File: src/rtl/xregfile_pkg.sv
package xregfile_pkg;
  localparam int BYTE_W = 8;
  localparam int WORD_W = 2 * BYTE_W;
  localparam int QUAD_W = 4 * BYTE_W;
  localparam int CODE_W = 4;
  localparam int SIZE_W = 2;
  localparam int N_WIDE = 5;  // X, Y, U, S, PC

  localparam logic [CODE_W-1:0] C_D    = 4'd0;
  localparam logic [CODE_W-1:0] C_X    = 4'd1;
  localparam logic [CODE_W-1:0] C_Y    = 4'd2;
  localparam logic [CODE_W-1:0] C_U    = 4'd3;
  localparam logic [CODE_W-1:0] C_S    = 4'd4;
  localparam logic [CODE_W-1:0] C_PC   = 4'd5;
  localparam logic [CODE_W-1:0] C_W    = 4'd6;
  localparam logic [CODE_W-1:0] C_V    = 4'd7;
  localparam logic [CODE_W-1:0] C_A    = 4'd8;
  localparam logic [CODE_W-1:0] C_B    = 4'd9;
  localparam logic [CODE_W-1:0] C_CC   = 4'd10;
  localparam logic [CODE_W-1:0] C_DP   = 4'd11;
  localparam logic [CODE_W-1:0] C_ZERO = 4'd12;
  localparam logic [CODE_W-1:0] C_MD   = 4'd13;
  localparam logic [CODE_W-1:0] C_E    = 4'd14;
  localparam logic [CODE_W-1:0] C_F    = 4'd15;

  localparam logic [SIZE_W-1:0] SZ_BYTE = 2'b00;

  typedef enum logic [1:0] {LANE_BYTE = 2'd0, LANE_PAIR = 2'd1, LANE_QUAD = 2'd2} laneSel_e;

  typedef enum logic [4:0] {
    SRC_ZERO, SRC_A, SRC_B, SRC_E, SRC_F, SRC_D, SRC_W, SRC_Q,
    SRC_X, SRC_Y, SRC_U, SRC_S, SRC_PC, SRC_V, SRC_CC, SRC_DP, SRC_MD
  } srcSel_e;

  typedef struct packed {
    logic              a;
    logic              b;
    logic              e;
    logic              f;
    logic              v;
    logic [N_WIDE-1:0] wide;
    logic              cc;
    logic              dp;
    logic              md;
    laneSel_e          lane;
  } wrStrobe_t;
endpackage

File: src/rtl/xregfile_ctrl.sv
module xregfile_ctrl
  import xregfile_pkg::*;
#(
  parameter int RD_PORTS = 2
) (
  input  logic                            wrEn,
  input  logic [CODE_W-1:0]               wrCode,
  input  logic [SIZE_W-1:0]               wrSize,
  input  logic [RD_PORTS-1:0][CODE_W-1:0] rdCode,
  input  logic [RD_PORTS-1:0][SIZE_W-1:0] rdSize,
  output wrStrobe_t                       wrStrb,
  output srcSel_e                         rdSel [RD_PORTS]
);

  function automatic srcSel_e decodeRead(input logic [CODE_W-1:0] code,
                                         input logic [SIZE_W-1:0] size);
    srcSel_e sel;
    if (size[1]) begin
      sel = SRC_Q;
    end else begin
      unique case (code)
        C_D:     sel = SRC_D;
        C_X:     sel = SRC_X;
        C_Y:     sel = SRC_Y;
        C_U:     sel = SRC_U;
        C_S:     sel = SRC_S;
        C_PC:    sel = SRC_PC;
        C_W:     sel = SRC_W;
        C_V:     sel = SRC_V;
        C_A:     sel = (size == SZ_BYTE) ? SRC_A : SRC_D;
        C_B:     sel = (size == SZ_BYTE) ? SRC_B : SRC_D;
        C_E:     sel = (size == SZ_BYTE) ? SRC_E : SRC_W;
        C_F:     sel = (size == SZ_BYTE) ? SRC_F : SRC_W;
        C_CC:    sel = SRC_CC;
        C_DP:    sel = SRC_DP;
        C_MD:    sel = SRC_MD;
        default: sel = SRC_ZERO;
      endcase
    end
    return sel;
  endfunction

  for (genvar p = 0; p < RD_PORTS; p++) begin : g_rdDec
    assign rdSel[p] = decodeRead(rdCode[p], rdSize[p]);
  end

  logic byteAcc;
  assign byteAcc = (wrSize == SZ_BYTE);

  always_comb begin
    wrStrb = '0;
    wrStrb.lane = wrSize[1] ? LANE_QUAD : (byteAcc ? LANE_BYTE : LANE_PAIR);
    if (wrEn) begin
      if (wrSize[1]) begin
        wrStrb.a = 1'b1;
        wrStrb.b = 1'b1;
        wrStrb.e = 1'b1;
        wrStrb.f = 1'b1;
      end else begin
        unique case (wrCode)
          C_D:  begin wrStrb.a = 1'b1; wrStrb.b = 1'b1; wrStrb.lane = LANE_PAIR; end
          C_W:  begin wrStrb.e = 1'b1; wrStrb.f = 1'b1; wrStrb.lane = LANE_PAIR; end
          C_A:  begin wrStrb.a = 1'b1; wrStrb.b = !byteAcc; end
          C_B:  begin wrStrb.b = 1'b1; wrStrb.a = !byteAcc; end
          C_E:  begin wrStrb.e = 1'b1; wrStrb.f = !byteAcc; end
          C_F:  begin wrStrb.f = 1'b1; wrStrb.e = !byteAcc; end
          C_X:  wrStrb.wide[0] = 1'b1;
          C_Y:  wrStrb.wide[1] = 1'b1;
          C_U:  wrStrb.wide[2] = 1'b1;
          C_S:  wrStrb.wide[3] = 1'b1;
          C_PC: wrStrb.wide[4] = 1'b1;
          C_V:  wrStrb.v = 1'b1;
          C_CC: wrStrb.cc = 1'b1;
          C_DP: wrStrb.dp = 1'b1;
          C_MD: wrStrb.md = 1'b1;
          default: ;
        endcase
      end
    end
  end

endmodule

File: src/rtl/xregfile_dp.sv
module xregfile_dp
  import xregfile_pkg::*;
#(
  parameter int RD_PORTS = 2
) (
  input  logic                            clk,
  input  logic                            rstN,
  input  wrStrobe_t                       wrStrb,
  input  logic [QUAD_W-1:0]               wrData,
  input  logic                            trapIllegal,
  input  logic                            trapDivZero,
  input  srcSel_e                         rdSel [RD_PORTS],
  output logic [RD_PORTS-1:0][QUAD_W-1:0] rdData,
  output logic                            nativeMode,
  output logic                            firqAsIrq
);

  logic [BYTE_W-1:0] accA, accB, accE, accF, ccReg, dpReg;
  logic [WORD_W-1:0] vReg;
  logic [WORD_W-1:0] wideReg [N_WIDE];
  logic mdNative, mdFirq, mdIll, mdDiv;

  logic [BYTE_W-1:0] laneA, laneB, laneE, laneF;
  always_comb begin
    unique case (wrStrb.lane)
      LANE_QUAD: begin
        laneA = wrData[4*BYTE_W-1:3*BYTE_W];
        laneB = wrData[3*BYTE_W-1:2*BYTE_W];
        laneE = wrData[2*BYTE_W-1:BYTE_W];
      end
      LANE_PAIR: begin
        laneA = wrData[2*BYTE_W-1:BYTE_W];
        laneB = wrData[BYTE_W-1:0];
        laneE = wrData[2*BYTE_W-1:BYTE_W];
      end
      default: begin
        laneA = wrData[BYTE_W-1:0];
        laneB = wrData[BYTE_W-1:0];
        laneE = wrData[BYTE_W-1:0];
      end
    endcase
    laneF = wrData[BYTE_W-1:0];
  end

  always_ff @(posedge clk) begin
    if (!rstN) begin
      accA <= '0; accB <= '0; accE <= '0; accF <= '0;
      ccReg <= '0; dpReg <= '0;
      mdNative <= 1'b0; mdFirq <= 1'b0; mdIll <= 1'b0; mdDiv <= 1'b0;
    end else begin
      if (wrStrb.a)  accA  <= laneA;
      if (wrStrb.b)  accB  <= laneB;
      if (wrStrb.e)  accE  <= laneE;
      if (wrStrb.f)  accF  <= laneF;
      if (wrStrb.cc) ccReg <= wrData[BYTE_W-1:0];
      if (wrStrb.dp) dpReg <= wrData[BYTE_W-1:0];
      if (wrStrb.md) begin
        mdNative <= wrData[0];
        mdFirq   <= wrData[1];
      end
      if (trapIllegal) mdIll <= 1'b1;
      if (trapDivZero) mdDiv <= 1'b1;
    end
  end

  for (genvar i = 0; i < N_WIDE; i++) begin : g_wide
    always_ff @(posedge clk) begin
      if (!rstN)                wideReg[i] <= '0;
      else if (wrStrb.wide[i])  wideReg[i] <= wrData[WORD_W-1:0];
    end
  end

  // Value register: deliberately outside the reset domain.
  always_ff @(posedge clk) begin
    if (wrStrb.v) vReg <= wrData[WORD_W-1:0];
  end

  logic [BYTE_W-1:0] mdView;
  always_comb begin
    mdView    = '0;
    mdView[0] = mdNative;
    mdView[1] = mdFirq;
    mdView[6] = mdIll;
    mdView[7] = mdDiv;
  end

  function automatic logic [QUAD_W-1:0] pick(input srcSel_e sel);
    unique case (sel)
      SRC_A:   return QUAD_W'(accA);
      SRC_B:   return QUAD_W'(accB);
      SRC_E:   return QUAD_W'(accE);
      SRC_F:   return QUAD_W'(accF);
      SRC_D:   return QUAD_W'({accA, accB});
      SRC_W:   return QUAD_W'({accE, accF});
      SRC_Q:   return {accA, accB, accE, accF};
      SRC_X:   return QUAD_W'(wideReg[0]);
      SRC_Y:   return QUAD_W'(wideReg[1]);
      SRC_U:   return QUAD_W'(wideReg[2]);
      SRC_S:   return QUAD_W'(wideReg[3]);
      SRC_PC:  return QUAD_W'(wideReg[4]);
      SRC_V:   return QUAD_W'(vReg);
      SRC_CC:  return QUAD_W'(ccReg);
      SRC_DP:  return QUAD_W'(dpReg);
      SRC_MD:  return QUAD_W'(mdView);
      default: return '0;
    endcase
  endfunction

  for (genvar p = 0; p < RD_PORTS; p++) begin : g_rd
    assign rdData[p] = pick(rdSel[p]);
  end

  assign nativeMode = mdNative;
  assign firqAsIrq  = mdFirq;

  // ---------------- assertions ----------------
  assert_quad_load_R2: assert property (@(posedge clk) disable iff (!rstN)
    ($past(rstN) && $past(wrStrb.a && wrStrb.b && wrStrb.e && wrStrb.f && wrStrb.lane == LANE_QUAD))
    |-> ({accA, accB, accE, accF} == $past(wrData)));

  assert_trap_set_R9: assert property (@(posedge clk) disable iff (!rstN)
    ($past(rstN) && $past(trapIllegal)) |-> (mdIll && !$past(trapDivZero) || mdIll));

  assert_div_set_R9: assert property (@(posedge clk) disable iff (!rstN)
    ($past(rstN) && $past(trapDivZero)) |-> mdDiv);

  assert_trap_sticky_R9: assert property (@(posedge clk) disable iff (!rstN)
    ($past(rstN) && $past(mdIll)) |-> mdIll);

  logic vKnown = 1'b0;
  always_ff @(posedge clk) if (wrStrb.v) vKnown <= 1'b1;

  assert_v_hold_R6: assert property (@(posedge clk)
    ($past(vKnown) && !$past(wrStrb.v)) |-> (vReg == $past(vReg)));

endmodule

File: src/rtl/xregfile_top.sv
module xregfile_top
  import xregfile_pkg::*;
#(
  parameter int RD_PORTS = 2
) (
  input  logic                            clk,
  input  logic                            rstN,
  input  logic [RD_PORTS-1:0][3:0]        rdCode,
  input  logic [RD_PORTS-1:0][1:0]        rdSize,
  output logic [RD_PORTS-1:0][31:0]       rdData,
  input  logic                            wrEn,
  input  logic [3:0]                      wrCode,
  input  logic [1:0]                      wrSize,
  input  logic [31:0]                     wrData,
  input  logic                            trapIllegal,
  input  logic                            trapDivZero,
  output logic                            nativeMode,
  output logic                            firqAsIrq
);

  wrStrobe_t wrStrb;
  srcSel_e   rdSel [RD_PORTS];

  xregfile_ctrl #(.RD_PORTS(RD_PORTS)) i_ctrl (
    .wrEn   (wrEn),
    .wrCode (wrCode),
    .wrSize (wrSize),
    .rdCode (rdCode),
    .rdSize (rdSize),
    .wrStrb (wrStrb),
    .rdSel  (rdSel)
  );

  xregfile_dp #(.RD_PORTS(RD_PORTS)) i_dp (
    .clk         (clk),
    .rstN        (rstN),
    .wrStrb      (wrStrb),
    .wrData      (wrData),
    .trapIllegal (trapIllegal),
    .trapDivZero (trapDivZero),
    .rdSel       (rdSel),
    .rdData      (rdData),
    .nativeMode  (nativeMode),
    .firqAsIrq   (firqAsIrq)
  );

  for (genvar p = 0; p < RD_PORTS; p++) begin : g_chk
    assert_zero_reads_R5: assert property (@(posedge clk) disable iff (!rstN)
      (rdCode[p] == C_ZERO && !rdSize[p][1]) |-> (rdData[p] == '0));

    assert_md_unused_R8: assert property (@(posedge clk) disable iff (!rstN)
      (rdCode[p] == C_MD && !rdSize[p][1]) |-> (rdData[p][31:8] == '0 && rdData[p][5:2] == '0));
  end

  assert_md_outputs_R8: assert property (@(posedge clk) disable iff (!rstN)
    ($past(rstN) && !$past(wrEn)) |-> ($stable(nativeMode) && $stable(firqAsIrq)));

endmodule

File: config.mk
export PLATFORM = sky130hd
export DESIGN_NAME = xregfile_top
export DESIGN_NICKNAME = d
export VERILOG_FILES = /design/src/rtl/xregfile_pkg.sv /design/src/rtl/xregfile_ctrl.sv /design/src/rtl/xregfile_dp.sv /design/src/rtl/xregfile_top.sv
export SDC_FILE = /design/constraint.sdc
export NUM_CORES = 1
export LEC_CHECK = 0
export BUFFER_PORTS_ARGS = -buffer_cell sky130_fd_sc_hd__buf_2
export CAP_MARGIN = 25
export CORE_MARGIN = 2
export CORE_UTILIZATION = 30
export DETAILED_ROUTE_END_ITERATION = 8
export PLACE_DENSITY = 0.48
export SYNTH_ARGS = -nofsm -noshare
export SYNTH_HDL_FRONTEND = slang
export SYNTH_SLANG_ARGS = --single-unit
File: constraint.sdc
create_clock -name clk -period 7.2 [get_ports clk]
set_clock_uncertainty 0.1 [all_clocks]
set_input_delay 0 -clock clk [delete_from_list [all_inputs] [get_ports clk]]
set_output_delay 0 -clock clk [all_outputs]
set_load 0.02 [all_outputs]
==> results of run 1 <==
cells by family (layout without fill, tap and decap cells):
group / count (synthesis) / count (layout) / synth area share
other: 0 / 1 / 0
AND/OR/NAND/NOR: 378 / 378 / 0.2465
AO/OA/AOI/OAI: 215 / 215 / 0.1891
multiplexers: 45 / 45 / 0.05434
flip-flops: 148 / 148 / 0.4594
buffers and inverters: 84 / 224 / 0.04673
adder cells (fa/ha/maj): 2 / 2 / 0.002929
XOR/XNOR: 1 / 1 / 0.001026
final cells by class:
type | count | share of cell area
Timing Repair Buffer | 179 | 0.1130
Antenna cell | 1 | 0.0002396
Clock buffer | 19 | 0.04241
Sequential cell | 148 | 0.3757
Clock inverter | 12 | 0.01030
Tap cell | 378 | 0.04529
Multi-Input combinational cell | 641 | 0.4080
Inverter | 14 | 0.005032
critical path, stage by stage:
cell and delay [ps]:
sky130_fd_sc_hd__dlygate4sd3_1 520, sky130_fd_sc_hd__buf_2 380, sky130_fd_sc_hd__nor2_1 90, sky130_fd_sc_hd__a31oi_1 160, sky130_fd_sc_hd__or2_2 130, sky130_fd_sc_hd__ha_1 730, sky130_fd_sc_hd__mux2i_1 170, sky130_fd_sc_hd__dlygate4sd3_1 590
sky130_fd_sc_hd__a211oi_1 220
where the power goes:
group	switching (mW)	leakage, nW	internal, mW
Clock	0.369	0.261	0.483
Sequential	0.0540	1.33	0.944
Combinational	0.209	2.33	0.106
Total	0.632	3.92	1.53
registers in the layout (all words and copies together) (netlist names):
| register | count |
|---|---|
| i_dp.mdIll | 1 |
| i_dp.ccReg | 8 |
| i_dp.accA | 8 |
| i_dp.wideReg | 80 |
| i_dp.nativeMode | 1 |
| i_dp.firqAsIrq | 1 |
| i_dp.accE | 8 |
| i_dp.accB | 8 |
| i_dp.accF | 8 |
| i_dp.dpReg | 8 |
| i_dp.mdDiv | 1 |
| i_dp.vReg | 16 |
worst max-delay path by stage:
stage               from                   to  depth (start not counted)
6_report       wrCode[0]         i_dp.accB[5]                          9
4_1_cts        wrCode[0]         i_dp.accB[5]                          9
2_1_floorplan  wrCode[2]   i_dp.wideReg[3][0]                          4
3_3_place_gp        rstN  i_dp.wideReg[3][15]                          5
3_5_place_dp        rstN  i_dp.wideReg[3][15]                          5
5_1_grt        wrCode[0]         i_dp.accB[2]                          9
routing by layer:
| metal | GRT usage | up-vias | share of wire |
|---|---|---|---|
| li1 | - | 3600 | - |
| met1 | 0.3411 | 4043 | 0.44 |
| met2 | 0.3658 | 555 | 0.43 |
| met3 | 0.04771 | 75 | 0.098 |
| met4 | 0.08722 | 0 | 0.031 |
| met5 | 0 | - | 0 |
through the flow:
step                      instances  instance area, um^2
after floorplan                 873                 8542
after global placement         1311                 9387
after detailed placement       1315                 9435
after CTS                      1390                10430
after global routing           1391                10440
final                          1392                10440
cell usage in the layout (no fill, tap or decap), types with 16 or more instances in the layout:
cell / count
sky130_fd_sc_hd__mux2i_1: 34
sky130_fd_sc_hd__edfxtp_1: 96
sky130_fd_sc_hd__nor3_1: 40
sky130_fd_sc_hd__dlygate4sd3_1: 44
sky130_fd_sc_hd__nor2_1: 49
sky130_fd_sc_hd__buf_2: 120
sky130_fd_sc_hd__a22o_1: 21
sky130_fd_sc_hd__nand3_1: 37
sky130_fd_sc_hd__a221oi_1: 30
sky130_fd_sc_hd__nand4_1: 24
sky130_fd_sc_hd__a21oi_1: 16
sky130_fd_sc_hd__dfxtp_1: 52
sky130_fd_sc_hd__clkbuf_16: 17
sky130_fd_sc_hd__a22oi_1: 51
sky130_fd_sc_hd__and2_1: 84
sky130_fd_sc_hd__nand2_1: 78
sky130_fd_sc_hd__o21ai_0: 36
==> flow_metrics.py, run 1 <==
metrics = {
    "status": {
        "status": "complete, no violations",
    },
    "setup_path": {
        "cp-end-kind": "register",
        "reg2reg_setup_slack_ps": 6120,
        "cp_data_arrival_time_ps": 3020,
        "cp_data_required_time_ps": 7430,
        "regToRegEndpoint": "i_dp.accA[3]",
        "crit-reg2reg-launch": "i_dp.accA[3]",
        "criticalPathCategory": "input port to register",
        "timing.reg2reg.worst_path_depth": 2,
        "worst_setup_path_start_kind": "input port",
        "critical_path_peak_fanout": 19,
    },
    "global_route": {
        "grt_start_max_net_pins": 47,
        "grt_use_total": 0.2413,
        "overflow_left_after_global_routing": 0,
        "first_global_vias": 7792,
        "grt_antenna_before_repair": 1,
        "grt_pass1_wl_um": 53150,
    },
    "power_and_ir_drop": {
        "total_power_mw": 2.165,
        "leakage_nw": 3.919,
        "powerDensity_mw_per_mm2": 207.3,
        "irDropWorstVdd_mv": 0.1666,
    },
    "placement": {
        "gpl.final_weighted_congestion": 0.9397,
        "place_hpwl_um": 26350,
        "port_buffers": 120,
        "dp_slack_ps": 4603,
    },
    "sta": {
        "fin_ws_ps": 4409,
        "rsz0062_at_grt": "no",
        "fmax_mhz": 358.2,
        "worst_hold_slack_ps": 37.20,
        "finalSetupViolations": 0,
        "min_period_ps": 2791,
        "final-max-slew-violation-count": 0,
        "fin_tns_setup_ps": 0,
        "slew-limit-headroom": 0.2965,
        "tightestPinTransition_ps": 1052,
        "timing.final.crit_share": 0.3877,
        "timing.final.hold_violations": 0,
    },
    "yosys": {
        "synth_area_per_cell_um2": 9.785,
        "synth_async_sr_flop_share": 0,
        "synth.lib_cells_used.distinct": 73,
        "post_synth_main_area_contributors": "sky130_fd_sc_hd__edfxtp_1 (34%), sky130_fd_sc_hd__dfxtp_1 (12%), sky130_fd_sc_hd__and2_1 (6.2%)",
        "synth-seq-area-share": 0.4594,
        "synth_edf_count": 96,
        "post_synth_instance_area_mm2": 0.008542,
        "post_synth_most_frequent_cells": "sky130_fd_sc_hd__edfxtp_1 (96), sky130_fd_sc_hd__and2_1 (84), sky130_fd_sc_hd__nand2_1 (78)",
        "synthDominantAreaCellType": "sky130_fd_sc_hd__edfxtp_1",
        "synthDominantCellAreaShare": 0.3375,
        "syn_nets": 930,
        "synthCells": 873,
        "yosys_register_bits": 148,
        "synth-warning-count": 0,
        "synth_top_flop_cell": "sky130_fd_sc_hd__edfxtp_1",
        "post-synth-top-count-cell": "sky130_fd_sc_hd__edfxtp_1",
    },
    "drt": {
        "total_number_of_vias": 8273,
        "drt-vias-per-instance": 5.943,
        "route.detailed.drc": 0,
        "first_pass_iters": 6,
        "wl_per_cell_um": 26.42,
        "first_iter_violations": 1288,
        "postRouteWirelength_um": 36780,
        "antenna_violating_nets_post_route": 0,
    },
    "min_path": {
        "min_path_cells": 3,
        "hold-path-endpoint": "i_dp.accA[6]",
        "holdCritPathClass": "input port to register",
        "timing.hold.worst.start": "wrEn",
    },
    "die": {
        "floorplan.initialDensity": 0.3058,
        "std_cell_rows": 61,
        "die_y_um": 172.7,
        "io_pins": 121,
        "die_w_um": 172.7,
        "placeableCoreArea_mm2": 0.02793,
        "floorplan.die_area_mm2": 0.02984,
    },
    "job": {
        "max_cap_violations": 0,
    },
    "cells_and_area": {
        "final.fill_count": 2870,
        "multiInputGateArea_mm2": 0.004262,
        "finalNetCount": 1058,
        "postLayoutCoreUtil": 0.3739,
        "layout-drive-gt1-share": 0.2043,
        "area.growth.synth_to_final_pct": 22.26,
        "register_area_mm2": 0.003924,
    },
    "clock_network": {
        "htreeDepth": 4,
        "tritoncts.num_buffers": 17,
        "number_of_buffers_on_the_longest_clock_path": 2,
        "cts_setup_buffers": 0,
        "cts_repair_resize_count": 0,
        "cts.hold.buffers_added": 44,
        "clk_latency_ps": 430,
        "clock-sinks": 148,
        "root_buffer": "sky130_fd_sc_hd__clkbuf_16",
        "clock_tree_from_tritoncts": "built",
        "cts.clk_slew.worst_paths_ps": 60,
    },
}
Note: power is estimated with default switching activity, not from simulation.
==> inputs of run 2 (changes only) <==
--- a/config.mk
+++ b/config.mk
@@ -5,12 +5,13 @@
 export SDC_FILE = /design/constraint.sdc
 export NUM_CORES = 1
 export LEC_CHECK = 0
+export ABC_AREA = 1
 export BUFFER_PORTS_ARGS = -buffer_cell sky130_fd_sc_hd__buf_2
 export CAP_MARGIN = 25
 export CORE_MARGIN = 2
 export CORE_UTILIZATION = 30
 export DETAILED_ROUTE_END_ITERATION = 8
-export PLACE_DENSITY = 0.48
+export PLACE_DENSITY = 0.49
 export SYNTH_ARGS = -nofsm -noshare
 export SYNTH_HDL_FRONTEND = slang
 export SYNTH_SLANG_ARGS = --single-unit
==> constraint.sdc (replaced) <==
create_clock -name clk -period 2.4 [get_ports clk]
set_clock_uncertainty 0.1 [all_clocks]
set_input_delay 0 -clock clk [delete_from_list [all_inputs] [get_ports clk]]
set_output_delay 0 -clock clk [all_outputs]
set_load 0.02 [all_outputs]
==> run 2 against run 1 <==
  * Register-to-register slack lost 5300 ps
  * Utilization is 0.62 points higher
  * Sequential cell count unchanged
  * Count of clock-buffer cells in the layout shrank 1
  * Highest routed layer unchanged
  * Critical path type is now input port to output pin
  * First-iteration DRC count is 19% lower
  * Power grew to 3.2 times the previous value
  * Synthesized area up 13%
  * Via count increased by 27%
  * Sequential power increased to 3.0 times the previous value
  * Worst setup slack got worse by 4300 ps
  * The run now ends with negative hold slack left
  * Sequential share of layout area is 4.9 points lower
==> flow_metrics.py, run 2 <==
metrics = {
    "sta": {
        "timing.final.hold_violations": 1,
        "slew-limit-headroom": 0.5071,
        "finalSetupViolations": 0,
        "min_period_ps": 2244,
        "fmax_mhz": 445.6,
        "tightestPinTransition_ps": 739.4,
        "final-max-slew-violation-count": 0,
        "timing.final.crit_share": 0.9351,
        "fin_tns_setup_ps": 0,
        "worst_hold_slack_ps": -1.398,
        "rsz0062_at_grt": "no",
    },
    "setup_path": {
        "worst_setup_path_start_kind": "input port",
        "cp_cell_sequence": "buf_2 > inv_1 > nor2_1 > nand3_1 > nand2_1 > nor2_2 > nand2_1 > nor2_2 > nand2_1 > o21ai_0 > nor2_1 > nand2_1 > buf_2",
        "critical_path.max_stage_delay_ps": 350,
        "cpMaxStageDelayCell": "sky130_fd_sc_hd__nor2_2",
        "cp-end-kind": "output pin",
        "timing.reg2reg.worst_path_depth": 3,
        "cp_data_required_time_ps": 2300,
        "cpMostUsedCell": "sky130_fd_sc_hd__nand2_1",
        "crit-reg2reg-launch": "i_dp.accB[6]",
        "cp_data_arrival_time_ps": 2140,
        "criticalPathCategory": "input port to output pin",
        "reg2reg_setup_slack_ps": 800,
        "critical_path_peak_fanout": 6,
        "regToRegEndpoint": "i_dp.accB[6]",
    },
    "drt": {
        "antenna_violating_nets_post_route": 0,
        "wl_per_cell_um": 20.12,
        "wl_met2_um": 18630,
        "first_iter_violations": 1037,
        "drt-vias-per-instance": 5.043,
        "total_number_of_vias": 10485,
        "postRouteWirelength_um": 41830,
        "first_pass_iters": 7,
        "route.detailed.drc": 0,
        "wirelength_met1_um": 18050,
        "highest_layer": "met4",
        "wl_met3_um": 3593,
    },
    "cells_and_area": {
        "area.growth.synth_to_final_pct": 24.46,
        "layout-drive-gt1-share": 0.1544,
        "finish.cell_count_without_fillers": 2079,
        "mostFrequentLayoutCell": "sky130_fd_sc_hd__nand2_1",
        "largest_register_ff_count": 80,
        "layout_common_cells": "sky130_fd_sc_hd__nand2_1 (426), sky130_fd_sc_hd__nor2_1 (214), sky130_fd_sc_hd__nand3_1 (191)",
        "final.fill_count": 3387,
        "largest_register": "i_dp.wideReg",
        "finalNetCount": 1721,
        "largest_registers": "i_dp.wideReg: 80 flops, i_dp.vReg: 16 flops",
        "n_antenna_cell": 0,
        "postLayoutCellArea_mm2": 0.01203,
    },
    "status": {
        "status": "finished, violations left",
        "failed_checks": "negative hold slack",
    },
    "power_and_ir_drop": {
        "powerDensity_mw_per_mm2": 576.8,
        "share_clk_of_total_power": 0.374,
        "comb_power_share": 0.194,
        "irDropWorstVdd_mv": 0.4964,
        "p_int_mw": 4.608,
        "total_power_mw": 6.936,
        "leakage_nw": 5.910,
        "netSwitchingFraction": 0.3356,
        "flop_pwr_share": 0.432,
        "power.switching_mw": 2.328,
    },
    "yosys": {
        "post-synth-top-count-cell": "sky130_fd_sc_hd__nand2_1",
        "syn_nets": 1527,
        "yosys_register_bits": 148,
        "synth-warning-count": 0,
        "synthCells": 1470,
        "post_synth_main_area_contributors": "sky130_fd_sc_hd__edfxtp_1 (30%), sky130_fd_sc_hd__nand2_1 (17%), sky130_fd_sc_hd__dfxtp_1 (11%)",
        "synthDominantCellAreaShare": 0.2984,
        "synth_top_flop_cell": "sky130_fd_sc_hd__edfxtp_1",
        "synth-seq-area-share": 0.4061,
        "synth_area_per_cell_um2": 6.573,
        "synth.lib_cells_used.distinct": 36,
        "synth_async_sr_flop_share": 0,
        "synthDominantAreaCellType": "sky130_fd_sc_hd__edfxtp_1",
        "post_synth_instance_area_mm2": 0.009662,
        "post_synth_most_frequent_cells": "sky130_fd_sc_hd__nand2_1 (426), sky130_fd_sc_hd__nor2_1 (214), sky130_fd_sc_hd__nand3_1 (191)",
        "synth_edf_count": 96,
    },
    "clock_network": {
        "clock-sinks": 148,
        "clk_latency_ps": 450,
        "cts.clk_slew.worst_paths_ps": 70,
        "clock_tree_from_tritoncts": "built",
        "number_of_buffers_on_the_longest_clock_path": 2,
        "root_buffer": "sky130_fd_sc_hd__clkbuf_16",
        "tritoncts.num_buffers": 17,
        "cts_setup_buffers": 0,
        "htreeDepth": 4,
    },
    "global_route": {
        "grt_use_total": 0.2516,
        "grt_start_max_net_pins": 40,
        "overflow_left_after_global_routing": 0,
        "first_global_vias": 9959,
        "grt_pass1_wl_um": 61720,
        "grt_antenna_before_repair": 1,
    },
    "die": {
        "die_y_um": 183.5,
        "floorplan.die_area_mm2": 0.03366,
        "std_cell_rows": 65,
        "io_pins": 121,
        "placeableCoreArea_mm2": 0.03164,
        "die_w_um": 183.5,
        "floorplan.initialDensity": 0.3054,
    },
    "min_path": {
        "holdCritPathClass": "input port to register",
        "timing.hold.worst.start": "wrSize[0]",
        "hold-path-endpoint": "i_dp.accA[5]",
        "min_path_cells": 5,
    },
    "placement": {
        "placed_cells_incl_taps": 2002,
        "place_hpwl_um": 30550,
        "placed_area_mm2": 0.01102,
        "port_buffers": 120,
        "gpl.final_weighted_congestion": 0.9191,
    },
    "job": {
        "max_cap_violations": 0,
    },
}
## run 2: changes by cell type in the layout (fill, tap and decap cells not counted), sizes merged, moves of 33 or more
| cell | previous run | this run |
|---|---|---|
| nand2 | 78 | 430 |
| inv | 16 | 212 |
| nor2 | 55 | 232 |
| nand3 | 37 | 193 |
| and2 | 85 | 0 |
| o21ai | 43 | 102 |
| a22oi | 52 | 1 |
| buf | 135 | 186 |
| nor3 | 46 | 4 |
| mux2i | 34 | 0 |
| a21oi | 16 | 49 |
## run 2: critical path, delay by kind of cell
family | cells | cell delay, ps
buffers and inverters | 3 | 440
AND/OR/NAND/NOR | 9 | 1450
AO/OA/AOI/OAI | 1 | 240
## run 2: layout make-up
cell class / count / area, um^2 / share of cell area
Clock buffer: 18 / 430.4 / 0.03579
Clock inverter: 14 / 112.6 / 0.009364
Inverter: 203 / 765.7 / 0.06368
Multi-Input combinational cell: 1063 / 4702 / 0.3910
Sequential cell: 148 / 3924 / 0.3263
Tap cell: 402 / 503.0 / 0.04183
Timing Repair Buffer: 231 / 1588 / 0.1320
## run 2: per-layer routing
metal / GRT usage / up-vias
met5: 0 / -
met4: 0.1085 / 0
met3: 0.04893 / 84
met2: 0.4014 / 482
met1: 0.3320 / 4800
li1: - / 5119
## run 2: what timing repair did
action	in CTS	in global routing
hold endpoints to repair	98	0
setup endpoints to repair	0	2
gates resized for setup	0	3
hold buffers	45	0
## run 2: logic make-up (layout without fill, tap and decap cells)
family	after synthesis	count (layout)	synth area share
adder cells (fa/ha/maj)	2	2	0.002590
AO/OA/AOI/OAI	176	176	0.09609
AND/OR/NAND/NOR	885	885	0.3863
flip-flops	148	148	0.4061
buffers and inverters	259	466	0.1089
## run 2: through the flow
step | setup slack, ps | utilization | hold slack, ps
after floorplan | 518.4 | - | -1.131
after global placement | 217.2 | 0.3483 | 91.90
after detailed placement | 245.5 | 0.3483 | 95.74
after CTS | 194.9 | 0.3797 | 0.7894
after global routing | 16.01 | 0.3801 | 45.79
final | 155.7 | 0.3801 | -1.398
## run 2: worst max path at each step
stage | startpoint | to | slack, ps | depth (start not counted)
finish | rdCode[7] | rdData[43] | 160 | 13
detailed placement | rdCode[1] | rdData[12] | 250 | 16
global route | rdCode[5] | rdData[40] | 20 | 17
global placement | rdCode[1] | rdData[8] | 220 | 15
floorplan | wrSize[1] | i_dp.accA[0] | 520 | 11
CTS | wrEn | i_dp.accA[7] | 190 | 10
## run 2: power by group through the flow
| stage | Sequential, mW | Clock [mW] | Combinational [mW] |
|---|---|---|---|
| 4_1_cts | 2.99 | 2.62 | 1.32 |
| 6_report | 3.00 | 2.59 | 1.35 |
| 5_1_grt | 3.01 | 2.72 | 1.45 |
| 2_1_floorplan | 2.96 | 0 | 0.736 |
| 3_3_place_gp | 3.05 | 0 | 1.26 |
| 3_5_place_dp | 3.05 | 0 | 1.26 |
==> inputs of run 3 (changes only) <==
--- a/config.mk
+++ b/config.mk
@@ -8,6 +8,7 @@
 export ABC_AREA = 1
 export BUFFER_PORTS_ARGS = -buffer_cell sky130_fd_sc_hd__buf_2
 export CAP_MARGIN = 25
+export CORE_ASPECT_RATIO = 1.4
 export CORE_MARGIN = 2
 export CORE_UTILIZATION = 30
 export DETAILED_ROUTE_END_ITERATION = 8
==> run 3 against run 2 <==
  * The run now ends clean
  * Utilization is 0.22 points lower
  * Power grew 0.46%
  * Via count increased by 2.4%
  * Worst setup slack lost 46 ps
  * Sequential cell count is the same
  * Critical endpoint is now i_dp.accA[5]
  * Combinational power barely moved
  * Die area hardly changed
  * Final area fell by 0.40%
==> flow_metrics.py, run 3 (synthesis gave the netlist of run 2 again) <==
metrics = {
    "status": {
        "status": "complete, no violations",
    },
    "sta": {
        "slew-limit-headroom": 0.5050,
        "fin_ws_ps": 109.9,
        "rsz0062_at_grt": "yes",
        "timing.final.hold_violations": 0,
        "fmax_mhz": 436.7,
        "finalSetupViolations": 0,
        "final-max-slew-violation-count": 0,
        "timing.final.crit_share": 0.9542,
        "tightestPinTransition_ps": 742.5,
        "min_period_ps": 2290,
    },
    "cells_and_area": {
        "n_antenna_cell": 0,
        "largest_registers": "i_dp.wideReg: 80 flops, i_dp.vReg: 16 flops",
        "postLayoutCellArea_mm2": 0.01198,
        "mostFrequentLayoutCell": "sky130_fd_sc_hd__nand2_1",
        "finalNetCount": 1711,
        "layout_common_cells": "sky130_fd_sc_hd__nand2_1 (426), sky130_fd_sc_hd__nor2_1 (214), sky130_fd_sc_hd__nand3_1 (191)",
        "layout-drive-gt1-share": 0.1482,
        "largest_register": "i_dp.wideReg",
        "largest_register_ff_count": 80,
        "area.growth.synth_to_final_pct": 23.97,
    },
    "setup_path": {
        "cp_data_arrival_time_ps": 2510,
        "path_buf_inv": 5,
        "cp-end-kind": "register",
        "crit-reg2reg-launch": "i_dp.accA[5]",
        "critical_path.max_stage_delay_ps": 560,
        "critical_path_peak_fanout": 11,
        "timing.reg2reg.worst_path_depth": 3,
        "criticalPathCategory": "input port to register",
        "cp_data_required_time_ps": 2620,
        "regToRegEndpoint": "i_dp.accA[5]",
        "worst_setup_path_start_kind": "input port",
        "cp_cell_sequence": "dlygate4sd3_1 > buf_2 > nand2_1 > inv_2 > a22oi_2 > ha_1 > buf_4 > nand2_1 > o211ai_1 > o21ai_1 > a21oi_1 > dlygate4sd3_1",
        "reg2reg_setup_slack_ps": 690,
        "crit_family": "buffers and inverters",
        "cpMaxStageDelayCell": "sky130_fd_sc_hd__dlygate4sd3_1",
    },
    "placement": {
        "dp_slack_ps": 159.0,
        "port_buffers": 120,
        "place_hpwl_um": 31180,
        "placed_area_mm2": 0.01093,
        "gpl.final_weighted_congestion": 0.9407,
    },
    "clock_network": {
        "htreeDepth": 4,
        "root_buffer": "sky130_fd_sc_hd__clkbuf_16",
        "clk_latency_ps": 430,
        "cts.clk_slew.worst_paths_ps": 60,
        "clock-sinks": 148,
        "clock_tree_from_tritoncts": "built",
        "tritoncts.num_buffers": 17,
        "number_of_buffers_on_the_longest_clock_path": 2,
    },
    "power_and_ir_drop": {
        "flop_pwr_share": 0.429,
        "share_clk_of_total_power": 0.376,
        "leakage_nw": 5.849,
        "power.switching_mw": 2.279,
        "comb_power_share": 0.194,
        "netSwitchingFraction": 0.3271,
        "p_int_mw": 4.689,
        "total_power_mw": 6.968,
        "powerDensity_mw_per_mm2": 581.7,
        "irDropWorstVdd_mv": 0.3697,
    },
    "job": {
        "max_cap_violations": 0,
    },
    "die": {
        "std_cell_rows": 77,
        "io_pins": 121,
        "die_y_um": 216.3,
        "die_w_um": 155.7,
        "floorplan.initialDensity": 0.3048,
        "floorplan.die_area_mm2": 0.03368,
        "placeableCoreArea_mm2": 0.03170,
    },
    "drt": {
        "antenna_violating_nets_post_route": 0,
        "wl_per_cell_um": 21.04,
        "postRouteWirelength_um": 43390,
        "first_iter_violations": 1142,
        "total_number_of_vias": 10739,
        "route.detailed.drc": 0,
        "first_pass_iters": 6,
        "drt-vias-per-instance": 5.208,
    },
    "min_path": {
        "min_path_cells": 5,
        "hold-path-endpoint": "i_dp.accE[7]",
        "holdCritPathClass": "input port to register",
        "timing.hold.worst.start": "wrSize[0]",
    },
    "global_route": {
        "grt_antenna_before_repair": 0,
        "grt_start_max_net_pins": 48,
        "grt_use_total": 0.2553,
        "first_global_vias": 10125,
        "grt_pass1_wl_um": 62930,
        "overflow_left_after_global_routing": 0,
    },
}
-- run 3: cell types whose count changed in the layout (fill, tap and decap cells not counted), sizes merged --
cell	previous run	this run
buf	186	175
bufinv	0	1
dlygate4sd3	45	46
clkinv	3	4
clkinvlp	2	5
clkbuf	18	19
inv	212	206
-- run 3: how the worst max path moves through the flow --
stage,start,endpoint,slack (ps),depth (start not counted)
CTS,wrEn,i_dp.accA[5],40,12
floorplan,wrSize[1],i_dp.accA[0],520,11
global placement,rdCode[5],rdData[40],150,15
detailed placement,rdCode[5],rdData[41],160,15
finish,wrEn,i_dp.accA[5],110,12
global route,wrEn,i_dp.accA[5],-40,12
-- run 3: worst register-to-register path, cell delays in order (launching register included) --
cell and delay [ps]:
sky130_fd_sc_hd__dfxtp_1 550, sky130_fd_sc_hd__inv_1 270, sky130_fd_sc_hd__a21oi_1 180, sky130_fd_sc_hd__dlygate4sd3_1 550
-- run 3: per-layer routing --
| layer | wire length, um | vias up | track usage |
|---|---|---|---|
| met1 | 17330 | 5039 | 0.3093 |
| met2 | 20770 | 489 | 0.4313 |
| met5 | 0 | - | 0 |
| met3 | 2453 | 110 | 0.03119 |
| met4 | 2830 | 0 | 0.1541 |
| li1 | - | 5101 | - |
-- run 3: cell type report --
class | count | area (um^2)
clock buffers | 19 | 432.9
well taps | 395 | 494.2
multi-input cells | 1063 | 4712
inverters | 203 | 765.7
clock inverters | 13 | 125.1
repair buffers | 221 | 1524
flip-flops and latches | 148 | 3924
fillers | 3421 | 19720
-- run 3: power by group through the flow --
stage,Sequential [mW],Clock (mW),Combinational (mW)
floorplan,2.96,0,0.736
global placement,3.04,0,1.26
detailed placement,3.05,0,1.26
CTS,2.99,2.64,1.33
global route,3.00,2.72,1.45
finish,2.99,2.62,1.35
-- run 3: through the flow --
step                hold slack (ps)  utilization  setup TNS (ps)  instances
CTS                           29.31       0.3768               0       2060
finish                        59.55       0.3779               0       2062
global route                  88.52       0.3779          -68.55       2062
global placement              93.26       0.3447               0       1982
detailed placement            99.59       0.3447               0       1982
floorplan                    -1.131            -               0       1470
-- run 3: repair_timing --
action,4_1_cts,5_1_grt
hold buffers,46,0
endpoints found under the setup margin,0,15
gates resized for setup,0,6
endpoints found under the hold margin,99,0
buffers inserted,0,2
